<file path="config.mk">
export PLATFORM = sky130hd
export DESIGN_NAME = dpll_recover
export DESIGN_NICKNAME = d
export VERILOG_FILES = /design/src/rtl/dpll_pkg.sv /design/src/rtl/dpll_phase_det.sv /design/src/rtl/dpll_nco.sv /design/src/rtl/dpll_err_flag.sv /design/src/rtl/dpll_recover.sv
export SDC_FILE = /design/constraint.sdc
export NUM_CORES = 1
export LEC_CHECK = 0
export ABC_AREA = 1
export CORE_ASPECT_RATIO = 0.9
export CORE_UTILIZATION = 68
export DETAILED_ROUTE_END_ITERATION = 10
export DONT_BUFFER_PORTS = 1
export PLACE_DENSITY = 0.92
export SYNTH_ARGS = -nofsm -noshare
export SYNTH_HDL_FRONTEND = slang
export SYNTH_HIERARCHICAL = 1
export SYNTH_SLANG_ARGS = --single-unit
</file>
<file path="constraint.sdc">
create_clock -name clk -period 3.9 [get_ports clk]
set_input_delay 0.39 -clock clk [delete_from_list [all_inputs] [get_ports clk]]
set_output_delay 0.39 -clock clk [all_outputs]
set_load 0.1 [all_outputs]
</file>
<file path="src/rtl/dpll_pkg.sv">
package dpll_pkg;
  parameter int ERR_W = 8;
  parameter int ACC_W = 16;

  typedef enum logic [1:0] {
    INIT_LOAD   = 2'b00,
    INIT_OPPOSE = 2'b01,
    INIT_OFF    = 2'b10,
    INIT_MID    = 2'b11
  } init_mode_e;

  // signed sum of current error and event offset, one bit wider
  function automatic logic signed [ERR_W:0] pd_sum(
    input logic signed [ERR_W-1:0] err,
    input logic [ERR_W-1:0] phase,
    input logic [ERR_W-1:0] ofs);
    logic [ERR_W-1:0] d;
    d = phase - ofs;
    return $signed({err[ERR_W-1], err}) + $signed({d[ERR_W-1], d});
  endfunction

  // NCO increment: nominal plus scaled detector error
  function automatic logic [ACC_W-1:0] nco_inc(
    input logic [ACC_W-1:0] nom,
    input logic signed [ERR_W-1:0] err,
    input int unsigned sh);
    logic [ACC_W-1:0] ext;
    ext = {{(ACC_W-ERR_W){err[ERR_W-1]}}, err};
    return nom + (ext << sh);
  endfunction
endpackage

</file>
<file path="src/rtl/dpll_phase_det.sv">
module dpll_phase_det
  import dpll_pkg::*;
#(
  parameter int W = ERR_W
) (
  input  logic                clk,
  input  logic                rst_n,
  input  logic                ev_stb,
  input  logic [W-1:0]        ev_phase,
  input  logic [W-1:0]        win_ofs,
  input  logic [1:0]          init_mode,
  input  logic [W-1:0]        init_val,
  input  logic                dpll_rst,
  output logic signed [W-1:0] err_q,
  output logic                err_evt
);
  localparam logic signed [W:0] LIM_HI = {2'b00, {(W-1){1'b1}}};
  localparam logic signed [W:0] LIM_LO = {2'b11, {(W-1){1'b0}}};

  logic signed [W:0]   sum;
  logic                over, under, out_rng;
  logic signed [W-1:0] err_d;
  init_mode_e          mode;

  assign mode    = init_mode_e'(init_mode);
  assign sum     = pd_sum(err_q, ev_phase, win_ofs);
  assign over    = sum > LIM_HI;
  assign under   = sum < LIM_LO;
  assign out_rng = ev_stb && !dpll_rst && (over || under);
  assign err_evt = out_rng && (mode != INIT_OFF);

  always_comb begin
    err_d = err_q;
    if (dpll_rst) begin
      err_d = '0;
    end else if (ev_stb) begin
      if (!out_rng) begin
        err_d = sum[W-1:0];
      end else begin
        unique case (mode)
          INIT_LOAD:   err_d = init_val;
          INIT_OPPOSE: err_d = over ? LIM_LO[W-1:0] : LIM_HI[W-1:0];
          INIT_OFF:    err_d = over ? LIM_HI[W-1:0] : LIM_LO[W-1:0];
          INIT_MID:    err_d = '0;
          default:     err_d = '0;
        endcase
      end
    end
  end

  always_ff @(posedge clk or negedge rst_n) begin
    if (!rst_n) err_q <= '0;
    else        err_q <= err_d;
  end
endmodule

</file>
<file path="src/rtl/dpll_nco.sv">
module dpll_nco
  import dpll_pkg::*;
#(
  parameter int              AW    = ACC_W,
  parameter int              EW    = ERR_W,
  parameter logic [AW-1:0]   NOM   = 16'h0800,
  parameter int unsigned     SCALE = 2
) (
  input  logic                 clk,
  input  logic                 rst_n,
  input  logic signed [EW-1:0] err,
  input  logic                 reload,
  input  logic [AW-1:0]        seed,
  output logic [AW-1:0]        acc_q
);
  logic [AW-1:0] inc;

  assign inc = nco_inc(NOM, err, SCALE);

  always_ff @(posedge clk or negedge rst_n) begin
    if (!rst_n)      acc_q <= '0;
    else if (reload) acc_q <= seed;
    else             acc_q <= acc_q + inc;
  end
endmodule

</file>
<file path="src/rtl/dpll_err_flag.sv">
module dpll_err_flag (
  input  logic clk,
  input  logic rst_n,
  input  logic err_evt,
  input  logic err_clr,
  input  logic irq_en,
  output logic sticky,
  output logic irq
);
  always_ff @(posedge clk or negedge rst_n) begin
    if (!rst_n)       sticky <= 1'b0;
    else if (err_evt) sticky <= 1'b1;
    else if (err_clr) sticky <= 1'b0;
  end

  assign irq = sticky & irq_en;
endmodule

</file>
<file path="src/rtl/dpll_recover.sv">
module dpll_recover
  import dpll_pkg::*;
#(
  parameter int              EW    = ERR_W,
  parameter int              AW    = ACC_W,
  parameter logic [AW-1:0]   NOM   = 16'h0800,
  parameter int unsigned     SCALE = 2
) (
  input  logic          clk,
  input  logic          rst_n,
  input  logic          ev_stb,
  input  logic [EW-1:0] ev_phase,
  input  logic [EW-1:0] win_ofs,
  input  logic [1:0]    init_mode,
  input  logic [EW-1:0] init_val,
  input  logic          fast_acq,
  input  logic          irq_en,
  input  logic          clk_inv,
  input  logic          dpll_rst,
  input  logic [AW-1:0] seed,
  input  logic          err_clr,
  output logic          rclk,
  output logic [AW-1:0] resid,
  output logic          err_sticky,
  output logic          irq
);
  logic signed [EW-1:0] pd_err;
  logic                 err_evt;
  logic                 nco_reload;

  dpll_phase_det #(.W(EW)) u_pd (
    .clk(clk), .rst_n(rst_n), .ev_stb(ev_stb), .ev_phase(ev_phase),
    .win_ofs(win_ofs), .init_mode(init_mode), .init_val(init_val),
    .dpll_rst(dpll_rst), .err_q(pd_err), .err_evt(err_evt)
  );

  assign nco_reload = dpll_rst || (err_evt && !fast_acq);

  dpll_nco #(.AW(AW), .EW(EW), .NOM(NOM), .SCALE(SCALE)) u_nco (
    .clk(clk), .rst_n(rst_n), .err(pd_err), .reload(nco_reload),
    .seed(seed), .acc_q(resid)
  );

  dpll_err_flag u_flag (
    .clk(clk), .rst_n(rst_n), .err_evt(err_evt), .err_clr(err_clr),
    .irq_en(irq_en), .sticky(err_sticky), .irq(irq)
  );

  assign rclk = resid[AW-1] ^ clk_inv;
endmodule

</file>
==> impl_metrics.env, run 1 <==
export IMPL_outcome="complete, no violations"
export IMPL_synth_edf_count=0
export IMPL_numCtsBuffers=3
export IMPL_h_tree_depth=1
export IMPL_critical_path_max_fanout=11
export IMPL_via_per_inst=5.63
export IMPL_clock_path_buffers=2
export IMPL_slew_limit_headroom=0.258
export IMPL_cts_resized_gates=0
export IMPL_place_congestion=0.927
export IMPL_grt_usage=0.295
export IMPL_areaGrowthSynthToFinish_pct=4.50
export IMPL_cp_required_ps=4080
export IMPL_rsz0062_at_grt="false"
export IMPL_setup_worst_path_start_class="input pin"
export IMPL_ioPinCount=69
export IMPL_chipHeight_um=60.8
export IMPL_io_buffers=0
export IMPL_min_period_ps=3420
export IMPL_vias=2616
export IMPL_fin_ws_ps=477
export IMPL_synth_largest_area_cell="nand2_1"
export IMPL_drv_cap=0
export IMPL_clk_pin_slew_ps=90
export IMPL_yosysMostFrequentCell="nand2_1"
export IMPL_hold_depth=2
export IMPL_end_kind="register"
export IMPL_worst_clock_skew_ps=2.24
export IMPL_nets=500
export IMPL_hold_class="input pin to register"
export IMPL_grt_first_pass_wirelength_um=9090
export IMPL_synth_top_area_frac=0.244
export IMPL_fmax_mhz=292
export IMPL_drv_slew=0
export IMPL_wl_per_cell_um=12.8
export IMPL_ys_seq_elements=25
export IMPL_drc=0
export IMPL_fin_setup_tns_ps=0
export IMPL_die_area_mm2=0.00409
export IMPL_clock_root_buffer="clkbuf_8"
export IMPL_synthArstFlopShare=1.00
export IMPL_synth_seq_area_share=0.239
export IMPL_ff2ff_path_depth=18
export IMPL_clock_sinks=25
export IMPL_arrival_ps=3610
export IMPL_cts_setup_buffers=0
export IMPL_cts_hold_buf=1
export IMPL_ys_types=31
export IMPL_dpl_worst_slack_ps=249
export IMPL_drt_initial_drc_count=220
export IMPL_antenna_cells=0
export IMPL_dr_pass1_iters=5
export IMPL_die_x_um=67.3
export IMPL_start_util=0.740
export IMPL_tightest_slew_ps=1110
export IMPL_finalCritPeriodShare=0.878
export IMPL_synthesis_area_mm2=0.00261
export IMPL_ant_nets=0
export IMPL_grt_max_degree=26
export IMPL_drive_above_1_share=0.0641
export IMPL_num_rows=20
export IMPL_setup_viol=0
export IMPL_yosysWarnings=6
export IMPL_clk_latency_ps=270
export IMPL_final_hold_violation_count=0
export IMPL_synth_common_cells="nand2_1, inv_1, nand3_1, dfrtp_1, ha_1"
export IMPL_crit_type="input pin to register"
export IMPL_grt_pass1_vias=2149
export IMPL_synthFlopType="dfrtp_1"
export IMPL_synth_nets=494
export IMPL_synth_cells=416
export IMPL_syn_avg_cell_area_um2=6.28
export IMPL_hpwlAfterDp_um=4760
export IMPL_netlist_top_cells_area="nand2_1, dfrtp_1, ha_1"
export IMPL_grt_overflow=0
export IMPL_cts_tree="done"
export IMPL_wl_um=5940
export IMPL_antenna_found_initial=0
export IMPL_whs_ps=233
export IMPL_coreArea_mm2=0.00353
export IMPL_utilization=0.774
path summary, 6_finish.rpt:
kind / start / endpoint / slack, ps
worst min-delay path: seed[2] / u_nco/acc_q[2] / 230
worst min register to register: u_pd/err_q[5] / u_pd/err_q[5] / 550
min in group asynchronous: rst_n / u_nco/acc_q[11] / 780
worst max-delay path: ev_phase[0] / u_nco/acc_q[9] / 480
worst max register to register: u_pd/err_q[0] / u_nco/acc_q[9] / 1120
max in group asynchronous: rst_n / u_nco/acc_q[12] / 2450
cell usage in the layout, fill, tap and decap left out, drive strengths merged:
cell type / n
clkbuf: 4
nand2: 177
o211ai: 1
xnor2: 8
o21ai: 7
nor2: 23
fa: 3
nand3b: 1
nand3: 40
a21oi: 12
or2: 6
nor3: 1
xor2: 4
nand4: 6
and2: 2
a31oi: 1
ha: 25
a21o: 1
inv: 69
buf: 3
dlygate4sd3: 1
a21boi: 1
dfrtp: 25
area by class of cell:
class / count / area [µm²]
Multi-Input combinational cell: 319 / 1710
Fill cell: 273 / 798
Inverter: 69 / 259
Tap cell: 44 / 55.1
Clock buffer: 4 / 45.0
Sequential cell: 25 / 626
Timing Repair Buffer: 4 / 32.5
routing by layer:
layer / share of wire / wire length, µm / GRT usage
met5: 0 / 0 / 0
met1: 0.46 / 2730 / 0.420
met3: 0.11 / 663 / 0.0752
met4: 0.0049 / 29 / 0.0243
met2: 0.42 / 2520 / 0.470
worst max-delay path, stage by stage:
cell	delay, ps
inv_1	40
ha_1	130
inv_1	50
fa_1	400
nand3_1	110
nand2_1	60
nand2_1	80
nand2_1	70
a21oi_1	170
xnor2_1	140
ha_1	300
nand2_1	100
inv_1	40
a21oi_1	180
nand2_1	70
nand2_1	70
nand2_2	90
nor2_2	180
inv_2	60
nand2_4	100
nor2_1	60
nand2_1	70
nand2_1	60
inv_1	290
nand2_1	80
o21ai_0	190
logic make-up after synthesis:
family,count (synthesis),synth area share
AND/OR/NAND/NOR,256,0.422
buffers and inverters,72,0.105
adder cells (fa/ha/maj),28,0.143
flip-flops,25,0.239
AO/OA/AOI/OAI,23,0.0503
XOR/XNOR,12,0.0402
flip-flops by register name (all words and copies together) (netlist names):
signal / flops
u_nco/acc_q: 16
u_flag/sticky: 1
u_pd/err_q: 8
per-stage QoR:
| step | std cells | cell area, µm² |
|---|---|---|
| 2_1_floorplan | 416 | 2610 |
| 3_3_place_gp | 460 | 2680 |
| 3_5_place_dp | 460 | 2680 |
| 4_1_cts | 465 | 2730 |
| 5_1_grt | 465 | 2730 |
| 6_report | 465 | 2730 |
Power of run 1 is not shown: default switching activity piles up to over one toggle a cycle in this logic, so the estimate is an artifact.
==> run 2: changes to the inputs <==
--- a/config.mk
+++ b/config.mk
@@ -7,10 +7,11 @@
 export LEC_CHECK = 0
 export ABC_AREA = 1
 export CORE_ASPECT_RATIO = 0.9
-export CORE_UTILIZATION = 68
+export CORE_UTILIZATION = 65
 export DETAILED_ROUTE_END_ITERATION = 10
 export DONT_BUFFER_PORTS = 1
-export PLACE_DENSITY = 0.92
+export GPL_TIMING_DRIVEN = 0
+export PLACE_DENSITY = 0.89
 export SYNTH_ARGS = -nofsm -noshare
 export SYNTH_HDL_FRONTEND = slang
 export SYNTH_HIERARCHICAL = 1
==> constraint.sdc (replaced) <==
create_clock -name clk -period 3.6 [get_ports clk]
set_input_delay 0.36 -clock clk [delete_from_list [all_inputs] [get_ports clk]]
set_output_delay 0.36 -clock clk [all_outputs]
set_load 0.1 [all_outputs]
==> impl_metrics.env, run 2 (synthesis results as in run 1) <==
export IMPL_outcome="complete, no violations"
export IMPL_antenna_cells=0
export IMPL_finalCritPeriodShare=0.928
export IMPL_whs_ps=202
export IMPL_fmax_mhz=299
export IMPL_antenna_found_initial=0
export IMPL_grt_first_pass_wirelength_um=9840
export IMPL_fillers=339
export IMPL_areaGrowthSynthToFinish_pct=6.13
export IMPL_clock_sinks=25
export IMPL_setup_viol=0
export IMPL_clock_root_buffer="clkbuf_8"
export IMPL_die_area_mm2=0.00428
export IMPL_wl_per_cell_um=12.5
export IMPL_grt_pass1_vias=2332
export IMPL_seqPwrFrac=0.386
export IMPL_largest_register="u_nco/acc_q"
export IMPL_ioPinCount=69
export IMPL_clk_pin_slew_ps=90
export IMPL_drc=0
export IMPL_tightest_slew_ps=1050
export IMPL_drv_slew=0
export IMPL_power_leakage_uw=0.00164
export IMPL_multi_input_area_mm2=0.00173
export IMPL_cpLargestDelayFamily="simple AND/OR/NAND/NOR gates"
export IMPL_final_common_cell="nand2_1"
export IMPL_placed_cells=462
export IMPL_largest_reg_flops=16
export IMPL_utilization=0.733
export IMPL_cpMostUsedCell="nand2_1"
export IMPL_via_per_inst=5.44
export IMPL_hold_class="input pin to register"
export IMPL_final_hold_violation_count=0
export IMPL_p_per_area_mw_per_mm2=1050
export IMPL_critical_path_max_fanout=10
export IMPL_power_internal_uw=1050
export IMPL_drv_cap=0
export IMPL_place_congestion=0.893
export IMPL_pwr_share_clk=0.057
export IMPL_p_sw_frac=0.638
export IMPL_end_kind="register"
export IMPL_wl_um=5880
export IMPL_chipHeight_um=62.1
export IMPL_io_buffers=0
export IMPL_dpl_worst_slack_ps=-247
export IMPL_drive_above_1_share=0.0827
export IMPL_grt_overflow=0
export IMPL_p_comb_frac=0.556
export IMPL_slew_limit_headroom=0.303
export IMPL_critPathBufInv=5
export IMPL_drt_initial_drc_count=185
export IMPL_grt_max_degree=26
export IMPL_clock_path_buffers=2
export IMPL_nets=502
export IMPL_setup_worst_path_start_class="input pin"
export IMPL_worst_clock_skew_ps=2.01
export IMPL_crit_slowest_cell="fa_1"
export IMPL_p_switching_uw=1850
export IMPL_cts_tree="done"
export IMPL_grt_usage=0.296
export IMPL_start_util=0.690
export IMPL_vias=2550
export IMPL_hpwlAfterDp_um=4660
export IMPL_dr_pass1_iters=5
export IMPL_ir_worst_vdd_v=0.000768
export IMPL_clk_latency_ps=270
export IMPL_instances_no_fill=469
export IMPL_arrival_ps=3490
export IMPL_cp_required_ps=3750
export IMPL_ff_latch_area_um2=626
export IMPL_numCtsBuffers=3
export IMPL_worst_path_largest_cell_delay_ps=410
export IMPL_dpl_cell_area_mm2=0.00267
export IMPL_crit_type="input pin to register"
export IMPL_num_rows=21
export IMPL_reg_largest_list="u_nco/acc_q x16, u_pd/err_q x8, u_flag/sticky x1"
export IMPL_final_area_mm2=0.00277
export IMPL_min_period_ps=3340
export IMPL_final_cell_mix="nand2_1, inv_1, nand3_1, dfrtp_1, ha_1"
export IMPL_ant_nets=0
export IMPL_coreArea_mm2=0.00378
export IMPL_die_x_um=68.8
export IMPL_h_tree_depth=1
export IMPL_fin_ws_ps=260
==> run 2: stage by stage <==
step / TNS [ps] / total power, µW
floorplan: 0 / 2380
global placement: -1460 / 2610
detailed placement: -3240 / 2670
CTS: 0 / 2860
global route: -75.5 / 3160
finish: 0 / 2910
==> run 2: per-layer routing <==
metal / wire length [µm] / vias to the layer above / track usage
met5: 0 / - / 0
met4: 22 / 0 / 0.0204
met3: 483 / 4 / 0.0662
met2: 2600 / 103 / 0.466
met1: 2780 / 1134 / 0.433
li1: - / 1309 / -
==> run 2: final timing paths <==
kind,from,end,slack (ps),cells after the start
hold reg to reg,u_pd/err_q[0],u_pd/err_q[0],540,2
max in group asynchronous,rst_n,u_nco/acc_q[12],2910,2
setup reg to reg,u_pd/err_q[0],u_nco/acc_q[6],860,18
hold / removal,seed[14],u_nco/acc_q[14],200,2
setup / recovery,ev_phase[0],u_nco/acc_q[6],260,26
min in group asynchronous,rst_n,u_pd/err_q[4],550,2
==> run 2: area by class of cell <==
type | instances | share of cell area
plain buffers | 3 | 0.00632
clock buffers | 3 | 0.0149
clock inverters | 1 | 0.00181
inverters | 69 | 0.0934
multi-input cells | 319 | 0.624
flip-flops and latches | 25 | 0.226
well taps | 46 | 0.0208
repair buffers | 3 | 0.0135
==> run 2: power by group through the flow <==
stage / combinational, µW / sequential [µW] / clock (µW)
after floorplan: 1290 / 1090 / 0
after global placement: 1480 / 1130 / 0
after detailed placement: 1540 / 1130 / 0
after CTS: 1560 / 1120 / 170
after global routing: 1830 / 1140 / 181
final: 1620 / 1120 / 167
==> run 2: timing repair <==
item,4_1_cts,5_1_grt
endpoints found under the setup margin,0,16
gates resized for setup,0,9
hold buffers,2,0
hold endpoints to repair,25,0
setup buffers,0,1
Power figures use the tool's default switching activity.
==> run 3: changes to the inputs <==
--- a/config.mk
+++ b/config.mk
@@ -7,11 +7,11 @@
 export LEC_CHECK = 0
 export ABC_AREA = 1
 export CORE_ASPECT_RATIO = 0.9
-export CORE_UTILIZATION = 65
+export CORE_UTILIZATION = 60
 export DETAILED_ROUTE_END_ITERATION = 10
 export DONT_BUFFER_PORTS = 1
 export GPL_TIMING_DRIVEN = 0
-export PLACE_DENSITY = 0.89
+export PLACE_DENSITY = 0.84
 export SYNTH_ARGS = -nofsm -noshare
 export SYNTH_HDL_FRONTEND = slang
 export SYNTH_HIERARCHICAL = 1
==> impl_metrics.env, run 3 (synthesis results as in run 1) <==
export IMPL_outcome="complete, no violations"
export IMPL_critical_path_max_fanout=10
export IMPL_final_hold_violation_count=0
export IMPL_ioPinCount=69
export IMPL_clock_path_buffers=2
export IMPL_antenna_found_initial=0
export IMPL_via_per_inst=5.29
export IMPL_wl_per_cell_um=12.2
export IMPL_largest_register="u_nco/acc_q"
export IMPL_reg_largest_list="u_nco/acc_q x16, u_pd/err_q x8, u_flag/sticky x1"
export IMPL_clock_root_buffer="clkbuf_8"
export IMPL_dr_pass1_iters=5
export IMPL_clk_pin_slew_ps=90
export IMPL_h_tree_depth=1
export IMPL_drive_above_1_share=0.0825
export IMPL_place_congestion=0.912
export IMPL_fmax_mhz=305
export IMPL_wl_met1_um=2750
export IMPL_die_area_mm2=0.00462
export IMPL_power_leakage_uw=0.00164
export IMPL_slew_limit_headroom=0.299
export IMPL_end_kind="register"
export IMPL_setup_worst_path_start_class="input pin"
export IMPL_drt_initial_drc_count=181
export IMPL_tightest_slew_ps=1050
export IMPL_drv_cap=0
export IMPL_fin_ws_ps=321
export IMPL_worst_clock_skew_ps=2.51
export IMPL_ant_nets=0
export IMPL_drv_slew=0
export IMPL_dpl_worst_slack_ps=-251
export IMPL_route_met3_wl_um=486
export IMPL_die_x_um=71.6
export IMPL_coreArea_mm2=0.00413
export IMPL_clock_sinks=25
export IMPL_grt_pass1_vias=2261
export IMPL_cts_tree="done"
export IMPL_crit_type="input pin to register"
export IMPL_nets=503
export IMPL_wl_um=5770
export IMPL_p_per_area_mw_per_mm2=1050
export IMPL_hold_class="input pin to register"
export IMPL_wl_met2_um=2480
export IMPL_ir_worst_vdd_v=0.000532
export IMPL_final_common_cell="nand2_1"
export IMPL_grt_max_degree=26
export IMPL_arrival_ps=3440
export IMPL_areaGrowthSynthToFinish_pct=6.47
export IMPL_total_power_uw=2910
export IMPL_utilization=0.674
export IMPL_numCtsBuffers=3
export IMPL_chipHeight_um=64.6
export IMPL_num_rows=22
export IMPL_clk_latency_ps=270
export IMPL_setup_viol=0
export IMPL_final_cell_mix="nand2_1, inv_1, nand3_1, dfrtp_1, ha_1"
export IMPL_hpwlAfterDp_um=4640
export IMPL_fillers=368
export IMPL_start_util=0.633
export IMPL_fin_setup_tns_ps=0
export IMPL_drc=0
export IMPL_top_layer="met4"
export IMPL_grt_first_pass_wirelength_um=9690
export IMPL_finalCritPeriodShare=0.911
export IMPL_grt_overflow=0
export IMPL_antenna_cells=0
export IMPL_cp_required_ps=3760
export IMPL_largest_reg_flops=16
export IMPL_grt_usage=0.266
export IMPL_vias=2498
export IMPL_whs_ps=194
export IMPL_io_buffers=0
export IMPL_min_period_ps=3280
[run 3: cell types whose count changed in the layout (fill, tap and decap cells not counted), sizes merged]
cell | before | now
buf | 3 | 5
clkbuf | 5 | 4
clkinv | 1 | 0
clkinvlp | 0 | 1
[run 3: cell type report]
cell class	count	area [µm²]	share of cell area
Inverter	69	259	0.0931
Sequential cell	25	626	0.225
Timing Repair Buffer	4	45.0	0.0162
Clock buffer	3	41.3	0.0148
Multi-Input combinational cell	319	1730	0.620
Buffer	3	17.5	0.00630
Clock inverter	1	7.51	0.00270
Tap cell	48	60.1	0.0216
[run 3: final timing paths]
check                              start              end  slack, ps  cells after the start
hold / removal                  seed[14]  u_nco/acc_q[14]        190                      2
hold reg to reg            u_pd/err_q[2]    u_pd/err_q[2]        540                      2
min in group asynchronous          rst_n  u_nco/acc_q[14]        520                      2
setup reg to reg           u_pd/err_q[1]  u_nco/acc_q[11]        950                     19
max in group asynchronous          rst_n    u_pd/err_q[4]       2930                      2
setup / recovery             ev_phase[0]  u_nco/acc_q[11]        320                     28
[run 3: what timing repair did]
| action | 4_1_cts | 5_1_grt |
|---|---|---|
| hold buffers | 2 | 0 |
| gates resized for setup | 0 | 9 |
| setup buffers | 0 | 2 |
| endpoints found under the setup margin | 0 | 16 |
| hold endpoints to repair | 25 | 0 |
[run 3: through the flow]
step | area (µm²) | cells
floorplan | 2610 | 416
global placement | 2670 | 464
detailed placement | 2670 | 464
CTS | 2750 | 470
global route | 2780 | 472
finish | 2780 | 472
[run 3: where the power goes]
part	switching [µW]	internal [µW]	leakage [µW]
Combinational	1010	595	0.00131
Clock	96.7	78.6	0.0000217
Sequential	740	387	0.000307
[run 3: worst max-delay path, stage by stage]
cell	delay, ps
inv_1	30
ha_1	130
inv_1	60
fa_1	410
nand3_1	110
nand2_1	60
nand2_1	80
nand2_1	70
a21oi_2	130
xnor2_1	130
ha_1	290
nand2_1	110
inv_1	60
a21oi_2	150
nand2_1	80
nand2_1	80
nand2_2	60
nand2_2	70
nand2_2	70
inv_2	110
nand2_4	80
nor2_2	110
nand2_1	70
nand2_2	110
inv_1	60
buf_4	170
nand3_1	90
nand2_1	70
[run 3: routing by layer]
metal / up-vias / track usage
met4: 0 / 0.0637
met1: 1096 / 0.364
li1: 1309 / -
met5: - / 0
met3: 6 / 0.0669
met2: 87 / 0.424
